**src/rtl/exc_pkg.sv**
```systemverilog
package exc_pkg;

  typedef enum logic [2:0] {
    EXC_NONE,
    EXC_RESET,
    EXC_UNDEF,
    EXC_TRAP,
    EXC_PABT,
    EXC_DABT,
    EXC_IRQ,
    EXC_FAST
  } exc_kind_e;

  localparam logic [4:0] MODE_SUPV = 5'b10011;
  localparam logic [4:0] MODE_UNDF = 5'b11011;
  localparam logic [4:0] MODE_ABRT = 5'b10111;
  localparam logic [4:0] MODE_IRQ  = 5'b10010;
  localparam logic [4:0] MODE_FAST = 5'b10001;

  localparam int BIT_STATE  = 5;
  localparam int BIT_FMASK  = 6;
  localparam int BIT_IMASK  = 7;
  localparam int BIT_AMASK  = 8;
  localparam int BIT_ENDIAN = 9;

  function automatic logic [4:0] mode_code(input exc_kind_e k);
    case (k)
      EXC_UNDEF:           return MODE_UNDF;
      EXC_PABT, EXC_DABT:  return MODE_ABRT;
      EXC_IRQ:             return MODE_IRQ;
      EXC_FAST:            return MODE_FAST;
      default:             return MODE_SUPV;
    endcase
  endfunction

  function automatic logic [4:0] vec_offset(input exc_kind_e k);
    case (k)
      EXC_UNDEF: return 5'h04;
      EXC_TRAP:  return 5'h08;
      EXC_PABT:  return 5'h0C;
      EXC_DABT:  return 5'h10;
      EXC_IRQ:   return 5'h18;
      EXC_FAST:  return 5'h1C;
      default:   return 5'h00;
    endcase
  endfunction

endpackage

```
**src/rtl/exc_arbiter.sv**
```systemverilog
module exc_arbiter
  import exc_pkg::*;
(
  input  logic      ev_reset,
  input  logic      ev_undef,
  input  logic      ev_trap,
  input  logic      ev_pabort,
  input  logic      ev_dabort,
  input  logic      irq_req,
  input  logic      fast_req,
  input  logic      at_boundary,
  input  logic      exec_valid,
  input  logic      irq_masked,
  input  logic      fast_masked,
  output exc_kind_e kind
);
  localparam int NREQ = 7;

  // index 0 is the most urgent
  function automatic exc_kind_e rank_kind(input int idx);
    case (idx)
      0:       return EXC_RESET;
      1:       return EXC_DABT;
      2:       return EXC_FAST;
      3:       return EXC_IRQ;
      4:       return EXC_PABT;
      5:       return EXC_UNDEF;
      default: return EXC_TRAP;
    endcase
  endfunction

  logic [NREQ-1:0] req;

  always_comb begin
    req[0] = ev_reset;
    req[1] = ev_dabort;
    req[2] = fast_req & at_boundary & ~fast_masked;
    req[3] = irq_req & at_boundary & ~irq_masked;
    req[4] = ev_pabort & exec_valid;
    req[5] = ev_undef;
    req[6] = ev_trap;
  end

  always_comb begin
    kind = EXC_NONE;
    for (int i = NREQ - 1; i >= 0; i--) begin
      if (req[i]) kind = rank_kind(i);
    end
  end

endmodule

```
**src/rtl/exc_state_calc.sv**
```systemverilog
module exc_state_calc
  import exc_pkg::*;
#(
  parameter int STAT_W = 32,
  parameter int ADDR_W = 32
) (
  input  exc_kind_e         kind,
  input  logic [STAT_W-1:0] cur_status,
  input  logic [ADDR_W-1:0] fault_addr,
  input  logic [ADDR_W-1:0] next_addr,
  input  logic              endian_in,
  output logic [STAT_W-1:0] nxt_status,
  output logic [STAT_W-1:0] nxt_saved,
  output logic [4:0]        nxt_mode,
  output logic [ADDR_W-1:0] nxt_link
);
  localparam logic [ADDR_W-1:0] STEP4 = ADDR_W'(4);
  localparam logic [ADDR_W-1:0] STEP8 = ADDR_W'(8);

  always_comb begin
    nxt_mode               = mode_code(kind);
    nxt_status             = cur_status;
    nxt_status[4:0]        = nxt_mode;
    nxt_status[BIT_STATE]  = 1'b0;
    nxt_status[BIT_IMASK]  = 1'b1;
    nxt_status[BIT_ENDIAN] = endian_in;
    if (kind == EXC_RESET || kind == EXC_FAST) nxt_status[BIT_FMASK] = 1'b1;
    if (kind != EXC_UNDEF && kind != EXC_TRAP) nxt_status[BIT_AMASK] = 1'b1;
  end

  always_comb begin
    nxt_saved = (kind == EXC_RESET) ? '0 : cur_status;
    case (kind)
      EXC_UNDEF, EXC_TRAP: nxt_link = next_addr;
      EXC_PABT:            nxt_link = fault_addr + STEP4;
      EXC_DABT:            nxt_link = fault_addr + STEP8;
      EXC_IRQ, EXC_FAST:   nxt_link = next_addr + STEP4;
      default:             nxt_link = '0;
    endcase
  end

endmodule

```
**src/rtl/exc_vector_sel.sv**
```systemverilog
module exc_vector_sel
  import exc_pkg::*;
#(
  parameter int                ADDR_W  = 32,
  parameter logic [ADDR_W-1:0] HI_BASE = ADDR_W'(32'hFFFF_0000)
) (
  input  exc_kind_e         kind,
  input  logic              hivec,
  input  logic              vect_en,
  input  logic [ADDR_W-1:0] vect_addr,
  output logic [ADDR_W-1:0] nxt_pc
);
  logic [ADDR_W-1:0] base;
  logic              is_intr;

  always_comb begin
    base    = hivec ? HI_BASE : '0;
    is_intr = (kind == EXC_IRQ) || (kind == EXC_FAST);
    if (vect_en && is_intr) nxt_pc = vect_addr;
    else                    nxt_pc = base + ADDR_W'(vec_offset(kind));
  end

endmodule

```
**src/rtl/exc_entry_ctrl.sv**
```systemverilog
module exc_entry_ctrl
  import exc_pkg::*;
#(
  parameter int                STAT_W  = 32,
  parameter int                ADDR_W  = 32,
  parameter logic [ADDR_W-1:0] HI_BASE = ADDR_W'(32'hFFFF_0000)
) (
  input  logic              clk,
  input  logic              rst_n,
  input  logic              ev_reset,
  input  logic              ev_undef,
  input  logic              ev_trap,
  input  logic              ev_pabort,
  input  logic              ev_dabort,
  input  logic              irq_req,
  input  logic              fast_req,
  input  logic              at_boundary,
  input  logic              exec_valid,
  input  logic [STAT_W-1:0] cur_status,
  input  logic [ADDR_W-1:0] fault_addr,
  input  logic [ADDR_W-1:0] next_addr,
  input  logic              hivec,
  input  logic              vect_en,
  input  logic [ADDR_W-1:0] vect_addr,
  input  logic              endian_in,
  output logic              take,
  output logic [STAT_W-1:0] new_status,
  output logic [STAT_W-1:0] saved_status,
  output logic [4:0]        bank_sel,
  output logic [ADDR_W-1:0] link_addr,
  output logic [ADDR_W-1:0] target_pc
);
  // reset: asserted at once, released after two clock edges
  logic [1:0] rst_pipe;
  logic       rst_sync_n;

  always_ff @(posedge clk or negedge rst_n) begin
    if (!rst_n) rst_pipe <= 2'b00;
    else        rst_pipe <= {rst_pipe[0], 1'b1};
  end
  assign rst_sync_n = rst_pipe[1];

  exc_kind_e         kind;
  logic [STAT_W-1:0] d_status, d_saved;
  logic [4:0]        d_mode;
  logic [ADDR_W-1:0] d_link, d_pc;
  logic              load;

  exc_arbiter u_arb (
    .ev_reset   (ev_reset),
    .ev_undef   (ev_undef),
    .ev_trap    (ev_trap),
    .ev_pabort  (ev_pabort),
    .ev_dabort  (ev_dabort),
    .irq_req    (irq_req),
    .fast_req   (fast_req),
    .at_boundary(at_boundary),
    .exec_valid (exec_valid),
    .irq_masked (cur_status[BIT_IMASK]),
    .fast_masked(cur_status[BIT_FMASK]),
    .kind       (kind)
  );

  exc_state_calc #(.STAT_W(STAT_W), .ADDR_W(ADDR_W)) u_calc (
    .kind      (kind),
    .cur_status(cur_status),
    .fault_addr(fault_addr),
    .next_addr (next_addr),
    .endian_in (endian_in),
    .nxt_status(d_status),
    .nxt_saved (d_saved),
    .nxt_mode  (d_mode),
    .nxt_link  (d_link)
  );

  exc_vector_sel #(.ADDR_W(ADDR_W), .HI_BASE(HI_BASE)) u_vec (
    .kind     (kind),
    .hivec    (hivec),
    .vect_en  (vect_en),
    .vect_addr(vect_addr),
    .nxt_pc   (d_pc)
  );

  assign load = (kind != EXC_NONE);

  always_ff @(posedge clk or negedge rst_sync_n) begin
    if (!rst_sync_n) begin
      take         <= 1'b0;
      new_status   <= '0;
      saved_status <= '0;
      bank_sel     <= '0;
      link_addr    <= '0;
      target_pc    <= '0;
    end else begin
      take <= load;
      if (load) begin
        new_status   <= d_status;
        saved_status <= d_saved;
        bank_sel     <= d_mode;
        link_addr    <= d_link;
        target_pc    <= d_pc;
      end
    end
  end

  // entry always forces state, interrupt mask and endianness fields
  assert_entry_bits_R3: assert property (@(posedge clk) disable iff (!rst_sync_n)
    take |-> (!new_status[BIT_STATE] && new_status[BIT_IMASK]
              && new_status[BIT_ENDIAN] == $past(endian_in)));

  assert_fast_masks_R4: assert property (@(posedge clk) disable iff (!rst_sync_n)
    (take && bank_sel == MODE_FAST) |-> new_status[BIT_FMASK]);

  assert_saved_copy_R7: assert property (@(posedge clk) disable iff (!rst_sync_n)
    (take && !$past(ev_reset)) |-> saved_status == $past(cur_status));

  assert_fast_gate_R10: assert property (@(posedge clk) disable iff (!rst_sync_n)
    (take && bank_sel == MODE_FAST) |->
      ($past(fast_req) && $past(at_boundary) && !$past(cur_status[BIT_FMASK])));

  assert_irq_gate_R10: assert property (@(posedge clk) disable iff (!rst_sync_n)
    (take && bank_sel == MODE_IRQ) |->
      ($past(irq_req) && $past(at_boundary) && !$past(cur_status[BIT_IMASK])));

  assert_pabt_exec_R11: assert property (@(posedge clk) disable iff (!rst_sync_n)
    (take && bank_sel == MODE_ABRT && !$past(ev_dabort)) |->
      ($past(ev_pabort) && $past(exec_valid)));

  assert_take_cause_R13: assert property (@(posedge clk) disable iff (!rst_sync_n)
    take |-> $past(ev_reset | ev_undef | ev_trap | ev_pabort | ev_dabort
                   | irq_req | fast_req));

endmodule

```
**config.mk**
```make
export PLATFORM = sky130hd
export DESIGN_NAME = exc_entry_ctrl
export DESIGN_NICKNAME = d
export VERILOG_FILES = /design/src/rtl/exc_pkg.sv /design/src/rtl/exc_arbiter.sv /design/src/rtl/exc_state_calc.sv /design/src/rtl/exc_vector_sel.sv /design/src/rtl/exc_entry_ctrl.sv
export SDC_FILE = /design/constraint.sdc
export NUM_CORES = 1
export LEC_CHECK = 0
export BUFFER_PORTS_ARGS = -buffer_cell sky130_fd_sc_hd__buf_2
export CORE_MARGIN = 4
export CORE_UTILIZATION = 50
export DETAILED_ROUTE_END_ITERATION = 6
export GPL_TIMING_DRIVEN = 0
export PLACE_DENSITY_LB_ADDON = 0.15
export SYNTH_ARGS = -nofsm -noshare
export SYNTH_HDL_FRONTEND = slang
export SYNTH_SLANG_ARGS = --single-unit
```
**constraint.sdc**
```tcl
create_clock -name clk -period 5.15 [get_ports clk]
set_clock_uncertainty 0.2 [all_clocks]
set_input_delay 1.03 -clock clk [delete_from_list [all_inputs] [get_ports clk]]
set_output_delay 1.03 -clock clk [all_outputs]
set_load 0.005 [all_outputs]
```
==> flow_metrics.py <==
metrics = {
    "place": {
        "place_ws_ns": -0.5750,
        "portBuffers": 266,
        "dp.final_hpwl_um": 20040,
        "placed_cell_area_sq_mm": 0.008946,
        "gp_congestion": 0.9534,
        "dp_cells": 1263,
    },
    "die": {
        "die_area_sq_mm": 0.01665,
        "io_pins": 276,
        "fp.dieW_um": 129.0,
        "core_area_sq_mm": 0.01410,
        "rows": 43,
        "initial_core_util_pct": 51.96,
        "fp.dieH_um": 129.0,
    },
    "critical_path": {
        "worstRegToRegCells": 2,
        "rrSetupSlack_ns": 3.82,
        "path_class": "in2reg",
        "critPathCaptureType": "register",
        "path_max_fanout": 10,
        "reg2reg_from": "rst_pipe[1]",
        "crit_required_ns": 5.23,
        "rr_endpoint": "link_addr[7]",
        "startpoint_type": "primary input",
        "startpoint": "cur_status[7]",
        "cp.arrival_ns": 5.07,
        "endpoint": "link_addr[26]",
    },
    "clock_network": {
        "htreeDepth": 4,
        "cts_setup_buffers": 0,
        "cts_tree": "done",
        "clockBufferDepth": 2,
        "clk_latency_ns": 0.42,
        "clkTransAtPathRegs_ns": 0.06,
        "cts_num_sinks": 129,
        "postCtsHoldBufs": 0,
        "numCtsBuffers": 17,
        "cts-root-buf": "clkbuf_16",
    },
    "grt": {
        "grt_max_degree": 56,
        "grtUsageMet1_pct": 38.69,
        "grt_pass1_vias": 7538,
        "grtUsageMet2_pct": 53.02,
        "grt_pass1_wl_um": 40340,
        "top_usage_layer": "met2",
        "antenna_found_initial": 2,
        "grt_util_met3_pct": 7.090,
        "track_usage_pct": 31.24,
        "overflow": 0,
    },
    "timing": {
        "tightest_slew_ns": 1.098,
        "setup_viol": 0,
        "hold_viol": 0,
        "max_slew_margin_pct": 26.34,
        "timing.setup.tns_ns": 0,
        "rsz0062_at_grt": "no",
        "finalCriticalPeriod_ns": 4.990,
        "hold_ws_ns": 0.03013,
        "fin_crit_sh_pct": 96.90,
        "fmax_ghz": 0.2004,
        "slew_violations": 0,
        "fin_ws_ns": 0.1596,
    },
    "outcome": {
        "outcome": "finished with violations",
        "violations": "design-rule violations",
    },
    "route": {
        "wl_per_cell_um": 20.64,
        "first_pass_iters": 7,
        "viasPerCell": 6.080,
        "ant_nets": 0,
        "num_vias": 7867,
        "wl_um": 26710,
        "drt_iter0_markers": 846,
        "drc": 1,
    },
    "final_layout": {
        "nFillCells": 1183,
        "final_nets": 1245,
        "final_common_cell": "buf_2",
        "multi_input_area_sq_mm": 0.003794,
        "design_area_sq_mm": 0.009547,
        "instances_no_fill": 1294,
        "final_cell_mix": "buf_2, nand2_1, dfrtp_1",
        "syn2layout_area_growth_pct": 30.34,
        "regArea_sq_mm": 0.003232,
        "drive_gt1_share_pct": 31.51,
        "diodes": 0,
        "post-route-util_pct": 67.73,
    },
    "yosys": {
        "syn_inst": 815,
        "yosysSeqAreaShare_pct": 44.07,
        "synth_warnings": 0,
        "synth_edf_count": 0,
        "ys_types": 68,
        "synth_top_flop_cell": "dfrtp_1",
        "syn_area_sq_mm": 0.007325,
        "avgSynthCellArea_sq_um": 8.987,
        "syn-num-nets": 959,
        "synth_seq_cells": 129,
        "ys_async_sr_fraction_pct": 100.0,
    },
    "hold_path": {
        "worstHoldPathType": "reg2async",
    },
    "power": {
        "p_total_mw": 2.744,
        "power.density_mw_per_mm2": 287.4,
        "vdd_drop_max_mv": 0.2173,
        "p_leak_nw": 4.554,
    },
    "run": {
        "drv_cap": 0,
    },
}
-- cells in the mapped netlist, drive strengths merged (22+ instances only) --
cell | instances | area, sq um
xnor2 | 33 | 289.0
o21ai | 74 | 370.3
nand4 | 22 | 152.7
xor2 | 22 | 192.7
a22o | 25 | 219.0
buf | 35 | 182.7
clkbuf | 27 | 101.4
nand3 | 36 | 192.7
nand2b | 24 | 150.1
nor2 | 32 | 127.6
a21oi | 33 | 165.2
nand2 | 154 | 578.1
dfrtp | 129 | 3228
-- metal layers --
metal  routed length, um  up-vias
li1                    -     3529
met1               10170     3794
met2               13170      469
met3                2404       71
met4                 958        4
met5                  16        -
-- timing repair --
item | CTS | global route
resized for setup | 1 | 1
cloned | 0 | 0
setup endpoints to repair | 3 | 8
-- kinds of logic after synthesis --
family | Yosys count | share of synthesized area, %
mux | 20 | 2.784
other cells | 2 | 0.1025
buf+inv | 72 | 4.390
compound gates | 200 | 19.00
simple gates | 335 | 22.74
xor+xnor | 55 | 6.577
flops | 129 | 44.07
fa+ha+maj | 2 | 0.3416
-- state kept, by name, summed over array words and instances (netlist names) --
register,cells
rst_pipe,2
bank_sel,4
target_pc,32
take,1
link_addr,32
saved_status,32
new_status,26
-- how the worst min path moves through the flow --
stage                                   to  slack, ns  depth (start not counted)
after floorplan                rst_pipe[1]       0.13                          0
after global placement         rst_pipe[1]       0.13                          0
after detailed placement  saved_status[17]       0.03                          0
after CTS                 saved_status[17]       0.04                          0
after global routing      saved_status[17]       0.06                          0
final                       new_status[17]       0.03                          0
-- worst max-delay path, cell delays in order --
cell and delay [ns]:
buf_2 0.12, and2b_1 0.36, o211a_1 0.17, buf_2 0.24
buf_2 0.35, buf_2 0.35, clkbuf_1 0.40, nand2_1 0.11
nand2_1 0.08, ha_1 0.25, and4_1 0.35, nand4_1 0.17
nor4_2 0.44, o221ai_1 0.31, xnor2_1 0.22, o21ai_0 0.09
-- where the power goes --
group	leakage (nW)	total (mW)	switching [mW]	internal (mW)
Clock	0.284	1.22	0.527	0.688
Sequential	1.61	1.12	0.0398	1.08
Combinational	2.66	0.409	0.238	0.171
Total	4.55	2.74	0.805	1.94
-- area by class of cell --
cell class / instances / area share, %
multi-input cells: 614 / 39.74
flip-flops and latches: 129 / 33.85
repair buffers: 268 / 14.52
clock buffers: 17 / 4.456
plain buffers: 61 / 2.949
well taps: 180 / 2.359
clock inverters: 15 / 1.730
inverters: 10 / 0.3932
(Power assumes the default switching activity.)
